**config.mk**
```make
export PLATFORM = sky130hd
export DESIGN_NAME = sgpio_scan
export DESIGN_NICKNAME = d
export VERILOG_FILES = /design/src/rtl/sgpio_scan.sv
export SDC_FILE = /design/constraint.sdc
export NUM_CORES = 1
export LEC_CHECK = 0
export BUFFER_PORTS_ARGS = -buffer_cell sky130_fd_sc_hd__clkbuf_2
export CELL_PAD_IN_SITES_DETAIL_PLACEMENT = 0
export CELL_PAD_IN_SITES_GLOBAL_PLACEMENT = 1
export CORE_MARGIN = 8
export CORE_UTILIZATION = 48
export DETAILED_ROUTE_END_ITERATION = 8
export HOLD_SLACK_MARGIN = 0.08
export MAX_ROUTING_LAYER = met4
export PLACE_DENSITY = 0.78
export SLEW_MARGIN = 20
export SYNTH_ARGS = -nofsm -noshare
export SYNTH_HDL_FRONTEND = slang
export SYNTH_SLANG_ARGS = --single-unit
```
**constraint.sdc**
```tcl
create_clock -name clk -period 8 [get_ports clk]
set_clock_uncertainty 0.15 [all_clocks]
set_input_delay 1.6 -clock clk [delete_from_list [all_inputs] [get_ports clk]]
set_output_delay 1.6 -clock clk [all_outputs]
set_load 0.03 [all_outputs]
```
**src/rtl/sgpio_scan.sv**
```systemverilog
module sgpio_scan #(
  parameter int NOUT    = 64,
  parameter int NIN     = 64,
  parameter int DIV_W   = 16,
  parameter int DIV_RST = 4
) (
  input  logic                                   clk,
  input  logic                                   rst_n,
  input  logic                                   cfg_we,
  input  logic [2:0]                             cfg_addr,
  input  logic [((NOUT > NIN) ? NOUT : NIN)-1:0] cfg_wdata,
  output logic                                   sgp_sdo,
  input  logic                                   sgp_sdi,
  output logic                                   sgp_sclk,
  output logic                                   sgp_strobe,
  output logic [NIN-1:0]                         in_val,
  output logic [NIN-1:0]                         int_stat,
  output logic                                   irq
);
  localparam int DW = (NOUT > NIN) ? NOUT : NIN;
  localparam int CW = $clog2(DW + 1);

  logic [CW-1:0]    oc, ic, nb, bitn, sidx, oidx, wcnt_o, wcnt_i;
  logic [DIV_W-1:0] div, half, hcnt;
  logic [NOUT-1:0]  out_reg;
  logic [NIN-1:0]   en, mlo, mhi, edge_st, in_reg, cap, imask, newv, eset, lvl, w1c;
  logic             shifting, ph, tick, last, restart, fend, obit;

  assign wcnt_o  = (cfg_wdata > DW'(NOUT)) ? CW'(NOUT) : cfg_wdata[CW-1:0];
  assign wcnt_i  = (cfg_wdata > DW'(NIN))  ? CW'(NIN)  : cfg_wdata[CW-1:0];
  assign restart = cfg_we && (cfg_addr <= 3'd2);
  assign w1c     = (cfg_we && cfg_addr == 3'd7) ? cfg_wdata[NIN-1:0] : '0;

  assign half = (div == '0) ? DIV_W'(1) : div;
  assign tick = (hcnt == half - DIV_W'(1));
  assign nb   = (oc > ic) ? oc : ic;
  assign last = (bitn == nb - CW'(1));
  assign fend = !restart && tick && ph && (shifting ? last : (nb == '0));

  assign sidx = shifting ? bitn + CW'(1) : '0;
  assign oidx = nb - CW'(1) - sidx;
  assign obit = (oidx < oc) && (|(out_reg & (NOUT'(1) << oidx)));

  for (genvar g = 0; g < NIN; g++) begin : g_mask
    assign imask[g] = (ic > CW'(g));
  end

  assign in_val   = in_reg & imask;
  assign newv     = cap & imask;
  assign eset     = en & mhi & ((mlo & in_val & ~newv) | (~mlo & newv & ~in_val));
  assign lvl      = en & ~mhi & ((mlo & ~in_val & imask) | (~mlo & in_val));
  assign int_stat = (edge_st & en) | lvl;
  assign irq      = |int_stat;

  always_ff @(posedge clk or negedge rst_n) begin
    if (!rst_n) begin
      oc <= '0; ic <= '0; div <= DIV_W'(DIV_RST);
      out_reg <= '0; en <= '0; mlo <= '0; mhi <= '0;
      edge_st <= '0; in_reg <= '0; cap <= '0;
      hcnt <= '0; bitn <= '0; ph <= 1'b0; shifting <= 1'b0;
      sgp_sclk <= 1'b0; sgp_strobe <= 1'b0; sgp_sdo <= 1'b0;
    end else begin
      if (cfg_we) begin
        case (cfg_addr)
          3'd0:    oc <= wcnt_o;
          3'd1:    ic <= wcnt_i;
          3'd2:    div <= cfg_wdata[DIV_W-1:0];
          3'd3:    out_reg <= cfg_wdata[NOUT-1:0];
          3'd4:    en <= cfg_wdata[NIN-1:0];
          3'd5:    mlo <= cfg_wdata[NIN-1:0];
          3'd6:    mhi <= cfg_wdata[NIN-1:0];
          default: ;
        endcase
      end
      edge_st <= (edge_st & ~w1c) | (fend ? eset : '0);
      if (fend) in_reg <= newv;

      if (restart) begin
        hcnt <= '0; bitn <= '0; ph <= 1'b0; shifting <= 1'b0; cap <= '0;
        sgp_sclk <= 1'b0; sgp_strobe <= 1'b0; sgp_sdo <= 1'b0;
      end else begin
        hcnt <= tick ? '0 : hcnt + DIV_W'(1);
        if (tick) begin
          if (!shifting) begin
            ph <= ~ph;
            if (ph) cap <= '0;
            if (ph && nb != '0) begin
              shifting   <= 1'b1;
              sgp_strobe <= 1'b1;
              sgp_sdo    <= obit;
              ph         <= 1'b0;
            end
          end else if (!ph) begin
            sgp_sclk <= 1'b1;
            cap      <= cap | (NIN'(sgp_sdi) << bitn);
            ph       <= 1'b1;
          end else begin
            sgp_sclk <= 1'b0;
            ph       <= 1'b0;
            if (last) begin
              shifting   <= 1'b0;
              sgp_strobe <= 1'b0;
              sgp_sdo    <= 1'b0;
              bitn       <= '0;
            end else begin
              bitn    <= bitn + CW'(1);
              sgp_sdo <= obit;
            end
          end
        end
      end
    end
  end
endmodule

```
# Word-level counts from Yosys, hierarchy flattened
# Index checks and enable logic that the tools add are counted.
# Widths: inputs -> output; s select.
# op_classes
muxes	45
n_eq_ne	12
shifts	2
bitwise	27
magnitude_cmp	68
n_reduce_logical	31
add_sub_neg	5
# op_table
operator	n
$and 64x64->64	16
$mux 64	7
$not 64->64	5
$or 64x64->64	5
$gt 7x6->1 const B	32
$reduce_or 64->1	2
$gt 7x5->1 const B	16
$gt 64x7->1 const B	1
$shl 1x7->64	1
$shl 1x7->64 const A	1
$gt 7x4->1 const B	8
$mux 7	8
$mux 16	3
$gt 7x3->1 const B	4
$mux 1	27
$add 16x1->16 const B	1
$eq 16x16->1	1
$logic_not 16->1	1
$reduce_and 2->1	8
$sub 16x1->16 const B	1
$gt 7x1->1 const B	2
$gt 7x2->1 const B	2
$eq 3x3->1 const B	4
$reduce_and 3->1	3
20 further kinds	31
# totals
wordCells	207
output_inout_bits	132
regBits	506
inputBits	71

# Depth between registers and ports, before layout
# depth
ltp_word	13
depth_mapped	26
mapped_depth_nobuf	21

# Worst setup path before layout
# OpenSTA, ideal clock, no wires.
# synth_path
kind	reg-to-reg
start	register ic[6]
end	register sgp_sdo
setup_time_ns	0.095
synth_period_minus_slack_ns	5.981
t_required_ns	7.755
arrival_ns	5.735
path_buffers	4
stages_incl_launch_ff	24
setup_slack_ns	2.019
cell_sequence	dfrtp_1 > clkbuf_1 > inv_1 > clkbuf_1 > clkbuf_1 > ha_1 > nand4_1 > or2_2 > o21ai_2 > mux2i_1 > ha_1 > or3b_1 > xnor2_1 > mux2i_1 > ha_1 > xor2_1 > buf_1 > ha_1 > a21oi_1 > o21ai_0 > maj3_1 > a2111oi_0 > o211ai_1 > o31ai_1
# synth_between
elab_chain_cells	13
elab_cells_between_ends	20
cone_classes	add/sub: 2; order compare: 2; eq/ne: 1; shift: 1; mux: 7; bitwise: 1; reduce/logical: 6
# synth_rtl
item	line	source
from (decl)	23	logic [CW-1:0] oc, ic, nb, bitn, sidx, oidx, wcnt_o, wcnt_i;
from (signal assigned)	66	3'd1: ic <= wcnt_i;
$gt 7x7->1	36	assign nb = (oc > ic) ? oc : ic;
$mux 7 (*)	36	
$sub 7x1->7	37, 41	
$sub 7x7->7	41	assign oidx = nb - CW'(1) - sidx;
$shl 1x7->64	42	assign obit = (oidx < oc) && (|(out_reg & (NOUT'(1) << oidx)));
$and 64x64->64	42	
$reduce_or 64->1	42	
$logic_and 1x1->1	42	
$mux 1	100	if (last) begin
$mux 1	93	end else if (!ph) begin
$mux 1	84	if (!shifting) begin
$mux 1	83	if (tick) begin
$mux 1	78	if (restart) begin
to (signal assigned)	90	sgp_sdo <= obit;
to (signal assigned)	107	sgp_sdo <= obit;
to (decl)	12	output logic sgp_sdo,
# Mark *: on every way between the ends. The rest lies on a longest branch, timed or not. The select of a mux whose other input is x is not followed.
# A chain may end at the register's enable or synchronous reset.

# Worst setup path after layout
# layout_path
start	register ic[3]
end	register in_reg[32]
# layout_between
elab_chain_cells	6
elab_cells_between_ends	9
cone_classes	add/sub: 1; order compare: 2; eq/ne: 1; mux: 2; bitwise: 1; reduce/logical: 2
# layout_rtl
item	line	source
$gt 7x7->1	36	
$mux 7	36	
$sub 7x1->7	37	assign last = (bitn == nb - CW'(1));
$eq 7x7->1	37	
$mux 1	38	assign fend = !restart && tick && ph && (shifting ? last : (nb == '0));
$logic_and 1x1->1	38	
to (signal assigned)	76	if (fend) in_reg <= newv;
to (decl)	26	logic [NIN-1:0] en, mlo, mhi, edge_st, in_reg, cap, imask, newv, eset, lvl, w1c;
# Several ways; a longest one is shown, not always the timed one.

==> results.py <==
metrics = {
    "clock_network": {
        "cts_root_buffer": "sky130_fd_sc_hd__clkbuf_16",
        "number_of_buffers_between_clock_root_and_the_deepest_sink": 3,
        "resized_after_cts": 0,
        "postCtsSetupRepairBufs": 0,
        "cts_made_buffers": 56,
        "cts_num_sinks": 506,
        "clkTransAtPathRegs_ns": 0.06,
        "cts_hold_repair.buffers": 0,
        "clock_latency_ns": 0.62,
        "tritoncts": "built",
        "clock_tree.htree_level_count": 2,
    },
    "final_layout": {
        "fin_util_pct": 55.4,
        "fillCellCount": 4801,
        "synthToLayoutAreaGrowth_pct": 13.9,
        "area.sequential_um2": 12700,
        "share_of_cells_above_drive_strength_1_pct": 23.5,
        "multi_input_comb_area_um2": 13000,
        "final_net_count": 2968,
    },
    "sta": {
        "grt_setup_unrepaired": "no",
        "period_share_pct": 84.4,
        "fin_ws_ns": 1.25,
        "slew_headroom_pct": 17.9,
        "timing.final.max_slew_violations": 0,
        "finalCriticalPeriod_ns": 6.75,
        "maxClockFrequency_mhz": 148,
        "worst-slew-pin-transition_ns": 1.23,
        "fin_setup_tns_ns": 0,
        "setup_viol_count_final": 0,
        "hold_viol": 0,
    },
    "yosys": {
        "synth.cell_area_um2": 26300,
        "synthDistinctLibCells": 77,
        "ys_dominant_reg_cell": "sky130_fd_sc_hd__dfrtp_1",
        "synth_instances": 2700,
        "synth_sequential_area_ratio_pct": 48.2,
        "postSynthRegisterBits": 506,
        "yosys_warnings": 0,
        "synthesis.area_per_instance_um2": 9.73,
        "syn-num-nets": 2794,
        "async_reset_ff_share_pct": 100,
        "synth_edf_count": 0,
    },
    "global_routing": {
        "grt_overflow": 0,
        "global_route_wire_length_before_repair_um": 138000,
        "grt_max_degree": 172,
        "initial_antenna_violation_count": 6,
        "first_global_vias": 21529,
        "grt_util_all_layers_pct": 29.5,
    },
    "power_and_ir_drop": {
        "worst_ir_drop_vdd_mv": 0.201,
        "power_density_nw_per_um2": 266,
        "p_leak_nw": 12.7,
        "report.power.total_mw": 7.96,
    },
    "status": {
        "status": "completed",
    },
    "detailed_routing": {
        "postRouteWirelength_um": 91600,
        "post-route-drc-count": 0,
        "detail_route.first_pass.iterations": 5,
        "postRouteAntennaNets": 0,
        "route.detailed.vias_per_inst": 6.04,
        "num_vias": 21829,
        "initial_drc_count": 2006,
        "drt-wirelength-per-cell_um": 25.3,
    },
    "place": {
        "detailed_place_hpwl_um": 64100,
        "post-place-ws_ns": 1.40,
        "place_congestion": 0.960,
        "buffer_ports.inserted": 202,
    },
    "critical_path": {
        "cp_data_arrival_time_ns": 7.07,
        "worstSetupPathType": "reg2reg",
        "critical_path.max_fanout": 59,
        "crit_end_category": "flip-flop",
        "setup.reg_to_reg.worst_slack_ns": 1.25,
        "critPathLaunchType": "flip-flop",
        "cp.required_ns": 8.32,
    },
    "die": {
        "initial_core_util_pct": 48.6,
        "die_h_um": 250,
        "fp.coreArea_um2": 54000,
        "top_level_ports": 203,
        "floorplan.die.width_um": 250,
        "floorplan.die_area_um2": 62500,
        "core.rowCount": 85,
    },
    "min_path": {
        "hold_path_class": "reg2reg",
    },
    "flow_run": {
        "timing.max_cap.violations": 0,
    },
}
## report_power, final
part | switching [mW] | internal, mW
logic | 1.19 | 0.738
clock network | 1.09 | 1.61
registers | 0.377 | 2.96
## layer usage
| metal | routed length [µm] | up-vias | GRT usage (%) |
|---|---|---|---|
| met2 | 42200 | 762 | 46.0 |
| met3 | 5660 | 159 | 4.00 |
| met4 | 3080 | 0 | 9.66 |
| met5 | 0 | - | - |
| li1 | - | 9828 | - |
| met1 | 40600 | 11080 | 39.8 |
## final timing paths
kind                                            start                     end  cells after the start
worst min-delay path            edge_st[16]$_DFF_PN0_   edge_st[16]$_DFF_PN0_                      2
max in group asynchronous                       rst_n      en[17]$_DFFE_PN0P_                      2
worst min register to register  edge_st[16]$_DFF_PN0_   edge_st[16]$_DFF_PN0_                      2
min in group asynchronous                       rst_n      hcnt[13]$_DFF_PN0_                      1
worst max register to register      ic[3]$_DFFE_PN0P_  in_reg[32]$_DFFE_PN0P_                     17
worst max-delay path                ic[3]$_DFFE_PN0P_  in_reg[32]$_DFFE_PN0P_                     17
## worst max-delay path, cell delays in order, from the launching register on
cell and delay (ns):
sky130_fd_sc_hd__dfrtp_1 0.67, sky130_fd_sc_hd__clkinv_1 0.40, sky130_fd_sc_hd__ha_1 0.40, sky130_fd_sc_hd__nand4_1 0.11
sky130_fd_sc_hd__or2_2 0.37, sky130_fd_sc_hd__o21ai_2 0.19, sky130_fd_sc_hd__mux2i_1 0.42, sky130_fd_sc_hd__ha_1 0.32
sky130_fd_sc_hd__or3b_1 0.41, sky130_fd_sc_hd__or3_1 0.36, sky130_fd_sc_hd__mux2i_4 0.21, sky130_fd_sc_hd__xnor3_1 0.22
sky130_fd_sc_hd__a21oi_2 0.07, sky130_fd_sc_hd__and3_1 0.21, sky130_fd_sc_hd__a41oi_4 0.24, sky130_fd_sc_hd__or3_4 0.84
sky130_fd_sc_hd__buf_4 0.73, sky130_fd_sc_hd__o21ai_1 0.17
## metrics by stage
stage	instances	hold slack (ns)	instance area, µm²
2_1_floorplan	2700	0.301	26300
3_3_place_gp	3512	0.311	28000
3_5_place_dp	3512	0.315	28000
4_1_cts	3613	0.330	29900
5_1_grt	3615	0.349	29900
6_report	3615	0.327	29900
## cell type report
type                       instances  share of cell area, %
timing repair buffer             239                   4.42
inverter                          32                  0.401
tap                              696                   2.91
multi-input combinational       2039                   43.5
clock inverter                    11                  0.502
sequential                       506                   42.3
clock buffer                      90                   5.95
antenna                            2                 0.0167
## cell usage in the layout, fill, tap and decap left out, types with 5 or more instances in the layout
master	Yosys	layout
sky130_fd_sc_hd__o21a_1	46	46
sky130_fd_sc_hd__inv_1	28	28
sky130_fd_sc_hd__nand4_1	75	75
sky130_fd_sc_hd__a21oi_1	116	116
sky130_fd_sc_hd__nand2b_1	6	6
sky130_fd_sc_hd__nor2_1	227	226
sky130_fd_sc_hd__o31ai_1	6	6
sky130_fd_sc_hd__a211oi_1	20	20
sky130_fd_sc_hd__clkbuf_8	0	23
sky130_fd_sc_hd__buf_4	1	35
sky130_fd_sc_hd__clkbuf_2	2	201
sky130_fd_sc_hd__or2_2	12	12
sky130_fd_sc_hd__xor2_1	38	38
sky130_fd_sc_hd__o21ai_2	45	44
sky130_fd_sc_hd__o21ai_0	197	197
sky130_fd_sc_hd__and3_1	8	8
sky130_fd_sc_hd__o21ai_1	79	79
sky130_fd_sc_hd__nand2_1	421	420
sky130_fd_sc_hd__nand3_1	44	42
sky130_fd_sc_hd__nor3_1	43	39
sky130_fd_sc_hd__nand4b_1	10	10
sky130_fd_sc_hd__nand3b_1	5	5
sky130_fd_sc_hd__mux2i_1	16	16
sky130_fd_sc_hd__or3_1	6	6
sky130_fd_sc_hd__clkbuf_16	0	57
sky130_fd_sc_hd__xnor2_1	79	79
sky130_fd_sc_hd__a22o_1	8	8
sky130_fd_sc_hd__a21o_1	20	20
sky130_fd_sc_hd__and3b_1	17	16
sky130_fd_sc_hd__ha_1	22	22
sky130_fd_sc_hd__clkbuf_1	92	10
sky130_fd_sc_hd__dfrtp_1	505	505
sky130_fd_sc_hd__and2_1	64	64
sky130_fd_sc_hd__mux2_2	274	274
sky130_fd_sc_hd__clkinv_2	0	5
sky130_fd_sc_hd__a31oi_1	11	11
sky130_fd_sc_hd__nor4_1	32	30
sky130_fd_sc_hd__nor2b_1	33	32
## cell usage after synthesis, types with 10 or more instances
master / n / area share [%]
sky130_fd_sc_hd__dfrtp_1: 505 / 48
sky130_fd_sc_hd__or2_2: 12 / 0.29
sky130_fd_sc_hd__o21ai_0: 197 / 3.8
sky130_fd_sc_hd__a21oi_1: 116 / 2.2
sky130_fd_sc_hd__mux2_2: 274 / 12
sky130_fd_sc_hd__nor2b_1: 33 / 0.79
sky130_fd_sc_hd__xnor2_1: 79 / 2.6
sky130_fd_sc_hd__a211oi_1: 20 / 0.57
sky130_fd_sc_hd__a31oi_1: 11 / 0.26
sky130_fd_sc_hd__a21o_1: 20 / 0.57
sky130_fd_sc_hd__and3b_1: 17 / 0.57
sky130_fd_sc_hd__nand2_1: 421 / 6.0
sky130_fd_sc_hd__ha_1: 22 / 1.0
sky130_fd_sc_hd__inv_1: 28 / 0.40
sky130_fd_sc_hd__nor2_1: 227 / 3.2
sky130_fd_sc_hd__nand4_1: 75 / 1.8
sky130_fd_sc_hd__mux2i_1: 16 / 0.61
sky130_fd_sc_hd__clkbuf_1: 92 / 1.3
sky130_fd_sc_hd__nand4b_1: 10 / 0.33
sky130_fd_sc_hd__buf_6: 15 / 0.64
sky130_fd_sc_hd__o21a_1: 46 / 1.3
sky130_fd_sc_hd__o21ai_1: 79 / 1.5
sky130_fd_sc_hd__nor4_1: 32 / 0.76
sky130_fd_sc_hd__and2_1: 64 / 1.5
sky130_fd_sc_hd__nor3_1: 43 / 0.82
sky130_fd_sc_hd__xor2_1: 38 / 1.3
sky130_fd_sc_hd__nand3_1: 44 / 0.84
sky130_fd_sc_hd__o21ai_2: 45 / 1.5
## cells by family (layout without fill, tap and decap cells)
group | Yosys count | count (layout) | synth area share (%)
simple gates | 1023 | 1023 | 18.3
compound gates | 582 | 582 | 13.2
flops | 506 | 506 | 48.2
mux | 292 | 292 | 12.5
buf+inv | 155 | 372 | 2.69
xor+xnor | 118 | 118 | 3.98
fa+ha+maj | 24 | 24 | 1.16
other cells | 0 | 2 | 0
(Power assumes the default switching activity.)
